==> src/rtl/lbr_pkg.sv <==
`timescale 1ns/1ps
package lbr_pkg;
  typedef enum logic [1:0] {
    POS_OP = 2'd0,
    POS_HI = 2'd1,
    POS_LO = 2'd2
  } resp_pos_e;

  localparam logic [7:0] LBR_OPCODE = 8'hC0;
endpackage

==> src/rtl/lbr_cfg_regs.sv <==
`timescale 1ns/1ps
module lbr_cfg_regs #(
  parameter int DATA_W = 8,
  parameter int UP_W   = 4,
  parameter int SEL_W  = 2
) (
  input  logic              clk,
  input  logic              rst,
  input  logic              page_wr,
  input  logic              ctrl_wr,
  input  logic [DATA_W-1:0] wdata,
  output logic [DATA_W-1:0] page_q,
  output logic [UP_W-1:0]   up_q,
  output logic [SEL_W-1:0]  sel_q
);
  always_ff @(posedge clk) begin
    if (rst) begin
      page_q <= '0;
      up_q   <= '0;
      sel_q  <= '0;
    end else begin
      if (page_wr) page_q <= wdata;
      if (ctrl_wr) begin
        up_q  <= wdata[DATA_W-1 -: UP_W];
        sel_q <= wdata[SEL_W-1:0];
      end
    end
  end
endmodule

==> src/rtl/lbr_low_vec.sv <==
`timescale 1ns/1ps
module lbr_low_vec #(
  parameter int DATA_W = 8,
  parameter int IDX_W  = 3,
  parameter int UP_W   = 4,
  parameter int SEL_W  = 2
) (
  input  logic [UP_W-1:0]   up,
  input  logic [SEL_W-1:0]  sel,
  input  logic [IDX_W-1:0]  level,
  output logic [DATA_W-1:0] low
);
  localparam int BASE_SH = DATA_W - UP_W;

  logic [DATA_W-1:0] up_full;
  logic [DATA_W-1:0] keep_mask;
  logic [DATA_W-1:0] idx_part;

  assign up_full = {up, {BASE_SH{1'b0}}};

  // Each bit is either programmed or supplied by the scaled level index.
  for (genvar b = 0; b < DATA_W; b++) begin : g_bit
    assign keep_mask[b] = (b >= (BASE_SH + int'(sel)));
  end

  assign idx_part = DATA_W'(level) << (int'(sel) + 1);
  assign low      = (up_full & keep_mask) | (idx_part & ~keep_mask);
endmodule

==> src/rtl/lbr_seq.sv <==
`timescale 1ns/1ps
module lbr_seq
  import lbr_pkg::*;
#(
  parameter int DATA_W = 8,
  parameter int IDX_W  = 3
) (
  input  logic              clk,
  input  logic              rst,
  input  logic              fetch,
  input  logic              poll_rd,
  input  logic              req_valid,
  input  logic [IDX_W-1:0]  live_level,
  input  logic [DATA_W-1:0] page_q,
  input  logic [DATA_W-1:0] fetch_low,
  input  logic [DATA_W-1:0] poll_low,
  output logic [IDX_W-1:0]  cap_level,
  output logic [DATA_W-1:0] rdata,
  output logic              rdata_valid,
  output logic              clr_pulse,
  output logic [IDX_W-1:0]  clr_level
);
  resp_pos_e pos_q;

  always_ff @(posedge clk) begin
    if (rst) begin
      pos_q       <= POS_OP;
      cap_level   <= '0;
      rdata       <= '0;
      rdata_valid <= 1'b0;
      clr_pulse   <= 1'b0;
      clr_level   <= '0;
    end else begin
      rdata_valid <= fetch | poll_rd;
      clr_pulse   <= 1'b0;
      if (fetch) begin
        unique case (pos_q)
          POS_OP: begin
            rdata     <= DATA_W'(LBR_OPCODE);
            cap_level <= live_level;
            clr_pulse <= req_valid;
            if (req_valid) clr_level <= live_level;
            pos_q     <= POS_HI;
          end
          POS_HI: begin
            rdata <= page_q;
            pos_q <= POS_LO;
          end
          POS_LO: begin
            rdata <= fetch_low;
            pos_q <= POS_OP;
          end
          default: pos_q <= POS_OP;
        endcase
      end else if (poll_rd) begin
        rdata <= poll_low;
      end
    end
  end
endmodule

==> src/rtl/lbr_vec_gen.sv <==
`timescale 1ns/1ps
module lbr_vec_gen #(
  parameter int DATA_W = 8,
  parameter int LEVELS = 8,
  parameter int SEL_W  = 2
) (
  input  logic                      clk,
  input  logic                      rst,
  input  logic                      page_wr,
  input  logic                      ctrl_wr,
  input  logic [DATA_W-1:0]         wdata,
  input  logic                      fetch,
  input  logic                      poll_rd,
  input  logic                      req_valid,
  input  logic [$clog2(LEVELS)-1:0] req_level,
  output logic [DATA_W-1:0]         rdata,
  output logic                      rdata_valid,
  output logic                      clr_pulse,
  output logic [$clog2(LEVELS)-1:0] clr_level
);
  localparam int IDX_W = $clog2(LEVELS);
  localparam int UP_W  = DATA_W - IDX_W - 1;

  logic [DATA_W-1:0] page_q;
  logic [UP_W-1:0]   up_q;
  logic [SEL_W-1:0]  sel_q;
  logic [IDX_W-1:0]  live_level;
  logic [IDX_W-1:0]  cap_level;
  logic [DATA_W-1:0] fetch_low;
  logic [DATA_W-1:0] poll_low;

  assign live_level = req_valid ? req_level : '0;

  lbr_cfg_regs #(.DATA_W(DATA_W), .UP_W(UP_W), .SEL_W(SEL_W)) u_cfg (
    .clk(clk), .rst(rst), .page_wr(page_wr), .ctrl_wr(ctrl_wr),
    .wdata(wdata), .page_q(page_q), .up_q(up_q), .sel_q(sel_q)
  );

  lbr_low_vec #(.DATA_W(DATA_W), .IDX_W(IDX_W), .UP_W(UP_W), .SEL_W(SEL_W)) u_fetch_low (
    .up(up_q), .sel(sel_q), .level(cap_level), .low(fetch_low)
  );

  lbr_low_vec #(.DATA_W(DATA_W), .IDX_W(IDX_W), .UP_W(UP_W), .SEL_W(SEL_W)) u_poll_low (
    .up(up_q), .sel(sel_q), .level(live_level), .low(poll_low)
  );

  lbr_seq #(.DATA_W(DATA_W), .IDX_W(IDX_W)) u_seq (
    .clk(clk), .rst(rst), .fetch(fetch), .poll_rd(poll_rd),
    .req_valid(req_valid), .live_level(live_level), .page_q(page_q),
    .fetch_low(fetch_low), .poll_low(poll_low), .cap_level(cap_level),
    .rdata(rdata), .rdata_valid(rdata_valid), .clr_pulse(clr_pulse),
    .clr_level(clr_level)
  );
endmodule

==> config.mk <==
export PLATFORM = sky130hd
export DESIGN_NAME = lbr_vec_gen
export DESIGN_NICKNAME = d
export VERILOG_FILES = /design/src/rtl/lbr_pkg.sv /design/src/rtl/lbr_cfg_regs.sv /design/src/rtl/lbr_low_vec.sv /design/src/rtl/lbr_seq.sv /design/src/rtl/lbr_vec_gen.sv
export SDC_FILE = /design/constraint.sdc
export NUM_CORES = 1
export LEC_CHECK = 0
export ABC_AREA = 1
export ABC_CLOCK_PERIOD_IN_PS = 4100
export BUFFER_PORTS_ARGS = -buffer_cell sky130_fd_sc_hd__buf_2
export CAP_MARGIN = 15
export CORE_ASPECT_RATIO = 0.75
export CORE_UTILIZATION = 58
export CTS_CLUSTER_DIAMETER = 50
export DETAILED_ROUTE_END_ITERATION = 8
export PLACE_DENSITY = 0.86
export SETUP_SLACK_MARGIN = 0.1
export SLEW_MARGIN = 40
export SYNTH_ARGS = -nofsm -noshare
export SYNTH_HDL_FRONTEND = slang
export SYNTH_HIERARCHICAL = 1
export SYNTH_SLANG_ARGS = --single-unit
export TNS_END_PERCENT = 50
==> constraint.sdc <==
create_clock -name clk -period 4.1 [get_ports clk]
set_input_delay 0.615 -clock clk [delete_from_list [all_inputs] [get_ports clk]]
set_output_delay 0.615 -clock clk [all_outputs]
set_load 0.02 [all_outputs]
* After elaboration in Yosys (flattened, before gate mapping)
Index checks and enable logic that the tools add are counted.
W data, S select, Z words.
** Cells by class
- Add/subtract/negate cells :: 2
- Multipliers :: 0
- Div/mod/pow operators :: 0
- Magnitude comparators :: 8
- Eq/ne operators :: 3
- Shifts and indexed selects :: 2
- Multiplexer cells :: 5
- Bitwise gates (word level) :: 9
- Reduce and logical (&&, ||, !) cells :: 6
** Operators with widths (count)
- $ge A4 B32 Y1 const A :: 4
- $ge A3 B32 Y1 const A :: 2
- $shl A3 B32 Y8 :: 2
- $ge A2 B32 Y1 const A :: 1
- $and A8 B8 Y8 :: 3
- $pmux W8 S3 :: 1
- $mux W8 :: 2
- $or A8 B8 Y8 :: 2
- $not A8 Y8 :: 1
- $add A3 B2 Y4 const A :: 1
- $ge A1 B4 Y1 const A :: 1
- $ne A4 B1 Y1 const B :: 1
- $pmux W2 S2 :: 1
- $reduce_and A2 Y1 :: 2
- $add A2 B1 Y3 const B :: 1
- $mux W3 :: 1
- $reduce_and A3 Y1 :: 1
- $reduce_or A3 Y1 :: 1
- $eq A2 B1 Y1 const B :: 1
- $eq A2 B2 Y1 const B :: 1
- $logic_not A2 Y1 :: 1
- $not A1 Y1 :: 2
- $reduce_bool A2 Y1 :: 1
- $or A1 B1 Y1 :: 1
** Word-level totals
- Register bits after elaboration :: 32
- Latch bits :: 0
- Memory bits (writable) :: 0
- Bits in read-only memories :: 0
- Memories kept :: 0

* Depth between registers and ports, before layout
Gate-level depths: netlist of the first run.
- Depth in word-level cells :: 7
- Gate-level depth with buffers :: 13
- Mapped depth without buffers :: 12

* Modules after synthesis
Netlist of the first run, hierarchy kept.
** Modules (own cells, without submodules)
- lbr_seq :: times used 1, cells an instance 143, area an instance 957.2 sq um, seq. area each 360.3 sq um
- lbr_cfg_regs :: times used 1, cells an instance 83, area an instance 566.8 sq um, seq. area each 280.3 sq um
- lbr_low_vec :: times used 2, cells an instance 46, area an instance 236.5 sq um, seq. area each 0.0 sq um
- lbr_vec_gen :: times used 1, cells an instance 6, area an instance 22.5 sq um, seq. area each 0.0 sq um

* Least setup slack after synthesis of the first run
No wires, ideal clock.
- Kind :: flip-flop to flip-flop
- Start point :: reg u_cfg.sel_q[0]
- End point :: reg u_seq.rdata[6]
- Library setup time :: 114 ps
- Data arrival time :: 1716 ps
- Setup slack :: 2270 ps
- Cell stages (with the launch flop) :: 10
- Buffers on the path :: 0
- Period minus slack after synthesis :: 1830 ps
- Path through :: dfxtp_1 inv_2 ha_1 inv_2 nand3_2 o211ai_1 nand2_1 or2_2 a21oi_1 nor2_1
** Between the ends
- Longest elaborated chain between the ends :: 7
** Ends and longest elaborated chain
- start: declaration :: RTL line lbr_cfg_regs.sv:14 : output logic [SEL_W-1:0] sel_q
- start signal: assignment :: RTL line lbr_cfg_regs.sv:25 : sel_q <= wdata[SEL_W-1:0];
- $add A3 B2 Y4 :: RTL line lbr_low_vec.sv:23 : assign keep_mask[b] = (b >= (BASE_SH + int'(sel)));
- $ge A4 B32 Y1 :: RTL line lbr_low_vec.sv:23
- $not A8 Y8 :: RTL line lbr_low_vec.sv:27 : assign low = (up_full & keep_mask) | (idx_part & ~keep_mask);
- $and A8 B8 Y8 :: RTL line lbr_low_vec.sv:27
- $or A8 B8 Y8 * :: RTL line lbr_low_vec.sv:27
- via poll_low[6] :: RTL line lbr_vec_gen.sv:30 : logic [DATA_W-1:0] poll_low;
- $mux W8 * :: RTL line lbr_seq.sv:55 : end else if (poll_rd) begin
- $mux W8 * :: RTL line lbr_seq.sv:36 : if (fetch) begin
- end signal: assignment :: RTL line lbr_seq.sv:39 : rdata <= DATA_W'(LBR_OPCODE);
- end signal: assignment :: RTL line lbr_seq.sv:46 : rdata <= page_q;
- end signal: assignment :: RTL line lbr_seq.sv:56 : rdata <= poll_low;
- end: declaration :: RTL line lbr_seq.sv:18 : output logic [DATA_W-1:0] rdata,
Mark *: on every way through the listed nets, which the timed path passes. The rest lies on a longest branch. The select of a mux whose other input is x is not followed.
A chain may end at the register's enable or synchronous reset.

* Worst setup path in the final report of the first run
Same ends and word-level chain as after synthesis.

==> impl_metrics.yaml, run 1 <==
placed_design:
  place_ws_ps: 2090
  post-place-cells: 383
  port_buffers: 30
  hpwl_um: 3250
  gp_congestion: 0.898
synth:
  synth_edf_count: 0
  synth_cell_types: 21
  yosys_warnings: 6
  seq_area_frac_synth_pct: 31.7
  ys_top_cells_by_area: "dfxtp_1 (32%), nand2_1 (20%), nor2_1 (11%)"
  synthCells: 324
  netlist.area_leader.share_pct: 31.7
  avgSynthCellArea_sq_um: 6.23
  synth_common_cells: "nand2_1 (108), nor2_1 (58), inv_1 (34)"
  yosysTopAreaCell: "dfxtp_1"
  syn_area_sq_um: 2020
  postSynth.asyncResetShare_pct: 0
  synth-seq-cells: 32
  syn_nets: 353
  post-synth-top-count-cell: "nand2_1"
  synthFlopType: "dfxtp_1"
sta:
  maxSlewViolCount: 0
  post-route-period-util_pct: 50.3
  setup_tns_ps: 0
  rsz0062_at_grt: "no"
  finalSetupViolCount: 0
  relSlewSlack_pct: 69.0
  fin_ws_ps: 2040
  finalCriticalPeriod_ps: 2060
  hold_violations: 0
  worst_pin_slew_ps: 464
  finClkSkew_ps: 2.83
  max_freq_mhz: 485
setup_path:
  worstPathCellList: "inv_2, ha_1, inv_2, nand3_2, o211ai_1, nand2_1, or2_2, a21oi_1, nor2_1"
  cp-start-kind: "flop"
  cp_data_required_time_ps: 4280
  crit_type: "flop to flop"
  critPathCaptureType: "flop"
  slowest_stage: "dfxtp_1"
  path_common_cell: "inv_2"
  cp_max_fo: 13
  critPathArrivalTime_ps: 2240
  slowest_delay_ps: 610
floorplan:
  core_region_area_sq_um: 3310
  num_io_pins: 31
  die-area_sq_um: 3720
  die_y_um: 53.1
  start_util_pct: 61.0
  rows: 18
  die_w_um: 70.1
global_route:
  grt_pass1_wl_um: 7290
  grt_use_met1_pct: 32.7
  grt_remaining_overflow: 0
  antenna_found_initial: 0
  grt_pass1_vias: 1692
  track_usage_pct: 25.6
  grt_use_met2_pct: 43.3
  met3_usage_pct: 5.33
  grt_max_degree: 17
  top_usage_layer: "met2"
clock_network:
  clk_pin_slew_ps: 60
  clock_path_buffers: 2
  ctsHoldBuffers: 0
  post_cts_buffers: 0
  clock_latency_ps: 280
  htree_levels: 2
  cts.root.buffer_cell: "clkbuf_8"
  numCtsBuffers: 5
  cts_tree: "built"
  post_cts_resized: 0
  cts_sinks: 32
final_layout:
  area_growth_pct: 9.91
  antennaDiodeCount: 0
  post-route-util_pct: 67.0
  nets: 379
  fin_cells: 391
  drive_above_1_share_pct: 18.2
power_and_ir_drop:
  p_per_area_nw_per_um2: 350
  p_leak_nw: 1.21
  p_total_mw: 0.776
  vdd_ir_drop_max_mv: 0.242
run_status:
  outcome: "finished clean"
routing:
  vias: 1939
  viasPerCell: 4.96
  drc: 0
  routed_wl_um: 4350
  routedWlPerCell_um: 11.1
  drt-initial-drc-count: 227
  ant_nets: 0
  dr.pass1.iters: 5
worst_hold_path:
  hold_path.class: "flop to flop"
run:
  drv_cap: 0
## cell families (layout without fill, tap and decap cells)
logic type | after synthesis | in the layout | share of synthesized area, %
adders and majority gates | 11 | 11 | 6.82
DFF | 32 | 32 | 31.7
AOI/OAI and AO/OA | 27 | 27 | 6.94
and+or+nand+nor | 200 | 200 | 41.7
buffers and inverters | 54 | 81 | 12.8
## per-layer routing
layer	part of all wire [%]	up-vias
met2	45	51
met4	0.97	0
met5	0	-
met1	48	859
met3	6.3	5
li1	-	1024
## layout by cell type (no fill, tap or decap), drive strengths merged, types with 6 or more instances in the layout
cell type    n
nor2        63
a21oi       19
o21ai        6
dfxtp       32
nand3       17
inv         43
nand2      116
clkbuf       6
buf         30
ha          11
## report_power, final
| part | switching [mW] | internal, mW | leakage, nW |
|---|---|---|---|
| Combinational | 0.115 | 0.0613 | 0.894 |
| Clock | 0.115 | 0.134 | 0.0510 |
| Sequential | 0.0175 | 0.334 | 0.265 |
## registers in the layout, indices dropped and copies added, names as in the netlist
name and cells:
u_seq/clr_level 3, u_seq/rdata_valid 1, u_seq/rdata 8, u_cfg/page_q 8, u_seq/cap_level 3, u_cfg/up_q 4, u_seq/clr_pulse 1, u_cfg/sel_q 2
u_seq/pos_q 2
## cell type report
| type | count | area, sq um |
|---|---|---|
| well taps | 40 | 50.0 |
| clock buffers | 6 | 82.6 |
| fillers | 320 | 1090 |
| multi-input cells | 238 | 1120 |
| flip-flops and latches | 32 | 641 |
| repair buffers | 30 | 150 |
| inverters | 43 | 166 |
| clock inverters | 2 | 10.0 |
## worst paths after layout
check / from / endpoint / slack (ps) / cells after the start
worst min-delay path: u_seq/clr_level[0] / u_seq/clr_level[0] / 460 / 2
worst max register to register: u_cfg/sel_q[0] / u_seq/rdata[6] / 2040 / 9
worst min register to register: u_seq/clr_level[0] / u_seq/clr_level[0] / 460 / 2
worst max-delay path: u_cfg/sel_q[0] / u_seq/rdata[6] / 2040 / 9
## worst max-delay path, delay by kind of cell (launching register included)
family	cells	cell delay [ps]
and+or+nand+nor	4	460
AOI/OAI and AO/OA	2	240
adders and majority gates	1	400
buffers and inverters	2	240
DFF	1	610
## stage by stage
stage,cell area [sq um],hold WS [ps]
finish,2220,460
global route,2220,496
CTS,2220,464
detailed placement,2130,455
global placement,2130,447
floorplan,2020,449
No activity file was read; power rests on OpenSTA's default activity.
==> run 2, diff against run 1 <==
Settings changed: ABC_CLOCK_PERIOD_IN_PS 4100 to 1950, CORE_UTILIZATION 58 to 56, PLACE_DENSITY 0.86 to 0.84.
Clock period 4.1 ns to 1.95 ns, I/O delays scaled along.
==> run 2 against run 1 <==
Against the previous run: the flow now finishes with violations (DRC); register-to-register slack worse by 1800 ps; non-clock buffer count is 3 higher; total power is 130% higher; cell area is 2.1% higher; fmax is 21% higher; combinational power is 120% higher; die area is 3.5% higher; setup slack worse by 1800 ps; wire length is 0.85% higher; clock power grew to 2.6 times the previous value; global-route usage is 0.92 points lower; highest routed layer unchanged.
==> impl_metrics.yaml, run 2 (synthesis gave the netlist of run 1 again) <==
run_status:
  outcome: "finished with violations"
  violations: "DRC"
setup_path:
  crit_type: "flop to flop"
  cp_max_fo: 6
  critPathCaptureType: "flop"
  cp-start-kind: "flop"
  r2r_start: "u_cfg/sel_q[1]"
  worst_r2r_endpoint: "u_seq/rdata[6]"
  cp_data_required_time_ps: 2130
  r2r_slack_ps: 240
  critPathArrivalTime_ps: 1890
  slowest_delay_ps: 380
  worstPathCellList: "inv_1, ha_1, inv_2, nand3_2, o211ai_1, nand2_1, or2_2, a21oi_1, nor2_1"
  slowest_stage: "dfxtp_1"
  ff2ff_path_depth: 9
placed_design:
  hpwl_um: 3240
  place_ws_ps: 129
  gp_congestion: 0.894
  post-place-cells: 386
  port_buffers: 30
clock_network:
  clock_path_buffers: 2
  clock_latency_ps: 290
  clk_pin_slew_ps: 70
  htree_levels: 2
  cts_sinks: 32
  cts_tree: "built"
  numCtsBuffers: 5
  cts.root.buffer_cell: "clkbuf_8"
routing:
  routed_wl_um: 4390
  ant_nets: 0
  routedWlPerCell_um: 11.1
  viasPerCell: 4.94
  dr.pass1.iters: 6
  vias: 1948
  drt-initial-drc-count: 202
  drc: 1
final_layout:
  fin_cells: 394
  post-route-util_pct: 67.6
  drive_above_1_share_pct: 19.5
  final_common_cell: "nand2_1"
  area_growth_pct: 12.3
  top_regs: "u_cfg/page_q x8, u_seq/rdata x8, u_cfg/up_q x4"
  most-common-layout-cells: "nand2_1 (108), nor2_1 (58), inv_1 (34), dfxtp_1 (31), buf_2 (30)"
  antennaDiodeCount: 0
  nets: 382
sta:
  maxSlewViolCount: 0
  worst_pin_slew_ps: 398
  max_freq_mhz: 585
  relSlewSlack_pct: 73.5
  post-route-period-util_pct: 87.6
  fin_ws_ps: 241
  setup_tns_ps: 0
  finClkSkew_ps: 5.11
  rsz0062_at_grt: "no"
  finalCriticalPeriod_ps: 1710
  hold_violations: 0
  finalSetupViolCount: 0
floorplan:
  num_io_pins: 31
  start_util_pct: 60.2
  core_region_area_sq_um: 3360
  die_y_um: 54.0
  rows: 18
  die_w_um: 71.3
  die-area_sq_um: 3850
global_route:
  grt_remaining_overflow: 0
  grt_max_degree: 17
  grt_pass1_vias: 1665
  antenna_found_initial: 0
  grt_pass1_wl_um: 7180
  track_usage_pct: 24.7
power_and_ir_drop:
  p_leak_nw: 1.23
  p_per_area_nw_per_um2: 773
  p_total_mw: 1.75
  vdd_ir_drop_max_mv: 0.585
worst_hold_path:
  hold_path.class: "primary input to flop"
  hold_start: "poll_rd"
  holdPathEnd: "u_seq/rdata_valid"
  min_path_cells: 3
run:
  drv_cap: 0
-- run 2: repair_timing --
action,CTS,global route
setup buffers,0,0
endpoints found under the setup margin,0,6
gates resized for setup,0,3
hold endpoints to repair,0,0
hold buffers,0,0
-- run 2: area by class of cell --
cell class	count	area [sq um]
fill	307	1090
multi-input combinational	238	1120
inverter	43	166
clock buffer	5	68.8
timing repair buffer	33	173
clock inverter	3	42.5
sequential	32	644
tap	40	50.0
-- run 2: worst max-delay path: cells and delay by family, from the launching register on --
kind	cells	cell delay (ps)
adders and majority gates	1	300
buffers and inverters	2	200
DFF	1	380
and+or+nand+nor	4	500
AOI/OAI and AO/OA	2	230
-- run 2: report_power, final --
part / internal [mW] / switching (mW)
clock: 0.378 / 0.258
combinational: 0.135 / 0.247
sequential: 0.702 / 0.0335
-- run 2: per-stage QoR --
stage | hold slack [ps] | instance area [sq um]
2_1_floorplan | 362 | 2020
3_3_place_gp | 446 | 2150
3_5_place_dp | 457 | 2150
4_1_cts | 281 | 2260
5_1_grt | 302 | 2270
6_report | 285 | 2270
-- run 2: per-layer routing --
| metal | routed length, um | GRT usage [%] |
|---|---|---|
| met5 | 0 | 0 |
| met1 | 2180 | 33.7 |
| met2 | 1830 | 38.1 |
| met4 | 62 | 9.67 |
| met3 | 312 | 5.81 |
-- run 2: how the worst max path moves through the flow --
stage,cells after the start,start,slack [ps],to
floorplan,9,u_cfg/sel_q[0],120,u_seq/rdata[6]
global placement,9,u_cfg/sel_q[0],160,u_seq/rdata[6]
detailed placement,9,u_cfg/sel_q[0],130,u_seq/rdata[6]
CTS,9,u_cfg/sel_q[0],110,u_seq/rdata[6]
global route,9,u_cfg/sel_q[0],130,u_seq/rdata[6]
finish,9,u_cfg/sel_q[1],240,u_seq/rdata[6]
